`config.mk`:
```
export PLATFORM = sky130hd
export DESIGN_NAME = sdclk_gen
export DESIGN_NICKNAME = d
export VERILOG_FILES = /design/src/rtl/sdclk_pkg.sv /design/src/rtl/sdclk_cfg_reg.sv /design/src/rtl/sdclk_div_core.sv /design/src/rtl/sdclk_out_mux.sv /design/src/rtl/sdclk_gen.sv
export SDC_FILE = /design/constraint.sdc
export NUM_CORES = 1
export LEC_CHECK = 0
export ABC_AREA = 1
export BUFFER_PORTS_ARGS = -buffer_cell sky130_fd_sc_hd__buf_2
export CORE_ASPECT_RATIO = 1.25
export CORE_UTILIZATION = 51
export DETAILED_ROUTE_END_ITERATION = 16
export PLACE_DENSITY = 0.75
export REMOVE_ABC_BUFFERS = 1
export SYNTH_ARGS = -nofsm -noshare
export SYNTH_HDL_FRONTEND = slang
export SYNTH_SLANG_ARGS = --single-unit
```
`constraint.sdc`:
```
create_clock -name clk_i -period 1.81 [get_ports clk_i]
set_input_delay 0.0905 -clock clk_i [delete_from_list [all_inputs] [get_ports clk_i]]
set_output_delay 0.0905 -clock clk_i [all_outputs]
set_load 0.02 [all_outputs]
```
`src/rtl/sdclk_pkg.sv`:
```
package sdclk_pkg;

   typedef struct packed {
      logic [1:0] clk_src;
      logic       fast_bus;
      logic       ddr;
      logic       flow_ctl;
      logic       bus8;
      logic       bus4;
   } sdclk_mode_t;

   localparam int unsigned MODE_W = $bits(sdclk_mode_t);

   function automatic sdclk_mode_t decode_mode(input logic [MODE_W-1:0] bits);
      sdclk_mode_t m;
      m.bus4     = bits[0];
      m.bus8     = bits[1];
      m.flow_ctl = bits[2];
      m.ddr      = bits[3];
      m.fast_bus = bits[4];
      m.clk_src  = bits[6:5];
      return m;
   endfunction

endpackage

```
`src/rtl/sdclk_cfg_reg.sv`:
```
module sdclk_cfg_reg
   import sdclk_pkg::*;
#(
   parameter int unsigned DIV_W     = 10,
   parameter bit          BYPASS_EN = 1'b1,
   localparam int unsigned CTRL_W   = DIV_W + MODE_W
) (
   input  logic              clk_i,
   input  logic              rst_ni,
   input  logic              wr_en_i,
   input  logic [CTRL_W-1:0] wr_data_i,
   output sdclk_mode_t       mode_o,
   output logic [DIV_W-1:0]  div_eff_o,
   output logic              cfg_err_o
);

   localparam logic [DIV_W-1:0] DIV_ONE = DIV_W'(1);

   logic [CTRL_W-1:0] ctrl_q;
   logic [DIV_W-1:0]  div_field;
   logic              div_zero;

   // reset: slowest divider, all mode bits clear
   always_ff @(posedge clk_i or negedge rst_ni) begin
      if (!rst_ni) begin
         ctrl_q <= {{MODE_W{1'b0}}, {DIV_W{1'b1}}};
      end else if (wr_en_i) begin
         ctrl_q <= wr_data_i;
      end
   end

   assign div_field = ctrl_q[DIV_W-1:0];
   assign div_zero  = (div_field == '0);
   assign mode_o    = decode_mode(ctrl_q[CTRL_W-1:DIV_W]);
   assign cfg_err_o = mode_o.ddr & div_zero;

   generate
      if (BYPASS_EN) begin : g_bypass
         // zero selects pass-through, except in DDR mode
         always_comb begin
            div_eff_o = div_field;
            if (mode_o.ddr && div_zero) div_eff_o = DIV_ONE;
         end
      end else begin : g_no_bypass
         always_comb begin
            div_eff_o = div_zero ? DIV_ONE : div_field;
         end
      end
   endgenerate

endmodule

```
`src/rtl/sdclk_div_core.sv`:
```
module sdclk_div_core #(
   parameter int unsigned DIV_W = 10
) (
   input  logic             clk_i,
   input  logic             rst_ni,
   input  logic [DIV_W-1:0] div_i,
   input  logic             ddr_i,
   output logic             div_clk_o,
   output logic             bypass_o,
   output logic             ce_o,
   output logic [DIV_W-1:0] act_div_o,
   output logic [DIV_W-1:0] cnt_o
);

   logic [DIV_W-1:0] act_q;
   logic [DIV_W-1:0] cnt_q;
   logic             clk_q;
   logic             term;

   assign term = (cnt_q == act_q - DIV_W'(1));

   always_ff @(posedge clk_i or negedge rst_ni) begin
      if (!rst_ni) begin
         act_q <= '1;
         cnt_q <= '0;
         clk_q <= 1'b0;
      end else if (act_q == '0) begin
         // pass-through: pick up a new value on the next kernel edge
         act_q <= div_i;
         cnt_q <= '0;
         clk_q <= 1'b0;
      end else if (term) begin
         cnt_q <= '0;
         clk_q <= ~clk_q;
         // a new divider is only adopted at a falling edge
         if (clk_q) act_q <= div_i;
      end else begin
         cnt_q <= cnt_q + DIV_W'(1);
      end
   end

   assign div_clk_o = clk_q;
   assign bypass_o  = (act_q == '0);
   assign ce_o      = bypass_o | (term & (ddr_i | ~clk_q));
   assign act_div_o = act_q;
   assign cnt_o     = cnt_q;

endmodule

```
`src/rtl/sdclk_out_mux.sv`:
```
module sdclk_out_mux (
   input  logic clk_i,
   input  logic bypass_i,
   input  logic div_clk_i,
   output logic card_clk_o
);

   assign card_clk_o = bypass_i ? clk_i : div_clk_i;

endmodule

```
`src/rtl/sdclk_gen.sv`:
```
module sdclk_gen
   import sdclk_pkg::*;
#(
   parameter int unsigned DIV_W     = 10,
   parameter bit          BYPASS_EN = 1'b1,
   localparam int unsigned CTRL_W   = DIV_W + MODE_W
) (
   input  logic              clk_i,
   input  logic              rst_ni,
   input  logic              wr_en_i,
   input  logic [CTRL_W-1:0] wr_data_i,
   output logic              card_clk_o,
   output logic              data_ce_o,
   output logic              bus4_o,
   output logic              bus8_o,
   output logic              flow_ctl_o,
   output logic              ddr_o,
   output logic              fast_bus_o,
   output logic [1:0]        clk_src_o,
   output logic              cfg_err_o
);

   generate
      if (DIV_W < 2 || DIV_W > 16) begin : g_bad_width
         $error("sdclk_gen: DIV_W must lie in 2..16");
      end
   endgenerate

   sdclk_mode_t      mode;
   logic [DIV_W-1:0] div_eff;
   logic             div_clk;
   logic             bypass;
   logic [DIV_W-1:0] act_div;
   logic [DIV_W-1:0] cnt;

   sdclk_cfg_reg #(.DIV_W(DIV_W), .BYPASS_EN(BYPASS_EN)) u_cfg (
      .clk_i     (clk_i),
      .rst_ni    (rst_ni),
      .wr_en_i   (wr_en_i),
      .wr_data_i (wr_data_i),
      .mode_o    (mode),
      .div_eff_o (div_eff),
      .cfg_err_o (cfg_err_o)
   );

   sdclk_div_core #(.DIV_W(DIV_W)) u_core (
      .clk_i     (clk_i),
      .rst_ni    (rst_ni),
      .div_i     (div_eff),
      .ddr_i     (mode.ddr),
      .div_clk_o (div_clk),
      .bypass_o  (bypass),
      .ce_o      (data_ce_o),
      .act_div_o (act_div),
      .cnt_o     (cnt)
   );

   sdclk_out_mux u_mux (
      .clk_i      (clk_i),
      .bypass_i   (bypass),
      .div_clk_i  (div_clk),
      .card_clk_o (card_clk_o)
   );

   assign bus4_o     = mode.bus4;
   assign bus8_o     = mode.bus8;
   assign flow_ctl_o = mode.flow_ctl;
   assign ddr_o      = mode.ddr;
   assign fast_bus_o = mode.fast_bus;
   assign clk_src_o  = mode.clk_src;

endmodule

```
==> run metrics <==
status finished with violations; violations in the final reports negative setup slack; share of layout cells above drive strength 1 0.458; WS Path Type reg -> out; Final Worst Setup Slack -0.529 ns; unique cell type count in the Yosys netlist 29; Die H 72.4 um; standard-cell rows 25; top post-synthesis cells by count sky130_fd_sc_hd__nand2_1, sky130_fd_sc_hd__inv_1, sky130_fd_sc_hd__nor2_1; worst setup slack after placement -0.186 ns; Post-synth ARST share 1.00; PD cells 983 nW/um^2; highest clock rate 428 MHz; leading post-synthesis cells by cell area sky130_fd_sc_hd__dfstp_2, sky130_fd_sc_hd__dfrtp_1, sky130_fd_sc_hd__nand2_1; cell-by-cell listing of the critical path inv_2 -> ha_4 -> nor2_2 -> nor2_1 -> nand3_1 -> nor2_1 -> nand3_1 -> nor2_2 -> nand3_2 -> o21ai_2 -> buf_6; clock tree from TritonCTS done; worst-case clock skew 0.00887 ns; critical path's slowest cell sky130_fd_sc_hd__dfstp_2; largest area contributor in the netlist sky130_fd_sc_hd__dfstp_2; die outline width 58.3 um; Final Hold Fails 0; via count of the first global-routing pass 1,815; wire length of the first global-routing pass 7690 um; total detailed-routing wirelength 5080 um; Total Negative Setup Slacks -7.90 ns; number of warnings issued by yosys 0; netlist area before placement 2020 um^2; Clock Pin Slew Worst Setup and Hold Paths 0.08 ns; detail-routed via count per cell 5.09; largest net degree at the start of global routing 39; # Max-Cap Violations 0; average wire per standard cell 14.4 um; Port Buffers 29; relative max-transition margin 0.454; Max IR drop VDD 662 uV; proportion of synthesized chip area in sequential cells 0.483; register-to-register path setup slack -0.40 ns; largest stage delay on the critical path 0.55 ns; summed area of non-filler cells in the final layout 2880 um^2; data arrival time of the critical path 2.25 ns; Detail Placement HPWL 2700 um; path depth of the worst reg2reg path 15; number of cells produced by synthesis 235; I/O Pins 30; Area growth syn-to-layout 42.4%; synthesized area per cell 8.60 um^2; final global-route overflow total 0; count of antenna diodes in the layout 0; startpoint of the lowest-slack register-to-register path u_core.act_div_o[0]; Leak 1.34 nW; Worst Path Max Fanout 2; number of antenna violations at the first check in global routing 0; final-report setup violation count 25; GRT Resource Usage Total 0.247; fraction of synthesized cell area taken by the top area cell type 0.260; Slew Limit Fails 0; drt pass-1 iters 4; effective utilization at floorplan 0.534; nets 320; number of cells on the worst hold path 3; overall via count from detail_route 1,798; total power consumption of the routed design 2.83 mW; most common flop cell mapped by yosys sky130_fd_sc_hd__dfstp_2; measured slew at the worst slew-check pin 0.819 ns; number of buffers and inverters on the critical path 2; family with the most delay on the worst path simple AND/OR/NAND/NOR gates; post-route minimum period 2.34 ns; Tightest Hold Check Type in -> reg; routability congestion estimate from global placement 0.816; setup repair after global routing missed its margin yes; number of enable flip-flop cells after synthesis 0; final worst path period share 1.29; DRC violation total after the first TritonRoute iteration 86; startpoint of the most critical hold path wr_en_i; Worst setup EP type primary output; number of DRC violations after detailed routing 0; clock latency at the later pin of the worst-skew pair 0.41 ns; total die area 4220 um^2; CP startpoint kind register; worst r2r dst u_core.act_div_o[9]; count of state elements after synthesis 38; required time reported for the critical path endpoint 1.72 ns; cell area after placement 2230 um^2; core outline area 3780 um^2; endpoint with the worst hold slack u_cfg.ctrl_q[0]; Antenna Nets Post-Route 0; most repeated cell in the gate-level netlist after synthesis sky130_fd_sc_hd__nand2_1
==> layer usage <==
metal	GRT usage	vias to the layer above	share of wire	wire [um]
li1	-	874	-	-
met1	0.257	878	0.38	1940
met2	0.455	40	0.57	2880
met3	0.0766	6	0.040	201
met4	0.0952	0	0.012	59
met5	0	-	0	0
==> layout by cell type, fill, tap and decap left out, drive strengths merged, types with 8 or more instances in the layout <==
| cell type | synthesis | final |
|---|---|---|
| inv | 28 | 28 |
| buf | 5 | 42 |
| nor2 | 32 | 32 |
| clkbuf | 3 | 8 |
| nand3 | 22 | 22 |
| dfrtp | 18 | 18 |
| mux2 | 14 | 14 |
| dfstp | 20 | 20 |
| dlygate4sd3 | 0 | 18 |
| nand2 | 62 | 63 |
==> worst max-delay path by stage <==
stage	from	end	cells after the start
after global placement	u_core.act_div_o[0]	data_ce_o	12
after global routing	u_core.act_div_o[1]	data_ce_o	12
final	u_core.act_div_o[0]	data_ce_o	11
after floorplan	u_core.act_div_o[0]	data_ce_o	11
after detailed placement	u_core.act_div_o[0]	u_core.div_clk_o	14
after CTS	u_core.act_div_o[0]	data_ce_o	11
==> tightest hold or removal path, cell delays in order <==
cell and delay [ns]:
sky130_fd_sc_hd__buf_2 0.23, sky130_fd_sc_hd__nand2_1 0.10, sky130_fd_sc_hd__o21ai_0 0.07
==> state kept, by name (all words and copies together), names as in the netlist <==
signal            count
u_cfg.ctrl_q         17
u_core.act_div_o     10
u_core.cnt_o         10
u_core.div_clk_o      1
==> area by class of cell <==
type	count	area, um^2
fill	224	907
multi-input combinational	162	1090
timing repair buffer	59	500
inverter	28	105
tap	54	67.6
clock buffer	9	118
sequential	38	976
clock inverter	3	21.3
==> metrics by stage <==
stage,hold slack (ns),std cells,utilization
final,0.0938,353,0.760
after global routing,0.147,353,0.760
after CTS,0.0948,351,0.714
after detailed placement,0.231,316,0.588
after global placement,0.224,316,0.588
after floorplan,-0.205,227,-
==> kinds of logic after synthesis <==
family	count (synthesis)	share of synthesized area
multiplexers	14	0.0780
XOR/XNOR	8	0.0421
flip-flops	38	0.483
adder cells (fa/ha/maj)	2	0.0124
AND/OR/NAND/NOR	127	0.276
AO/OA/AOI/OAI	10	0.0254
buffers and inverters	36	0.0836
==> where the power goes <==
group	internal (mW)	leakage [nW]	switching, mW
clock	0.428	0.0747	0.375
combinational	0.340	0.839	0.485
sequential	1.03	0.428	0.175
==> repair_timing <==
action,4_1_cts,5_1_grt
pin swaps,7,14
buffers inserted,4,3
setup endpoints to repair,25,25
gates resized for setup,20,43
hold endpoints to repair,35,0
hold buffers,18,0
cloned,2,0
(Power assumes the default switching activity.)
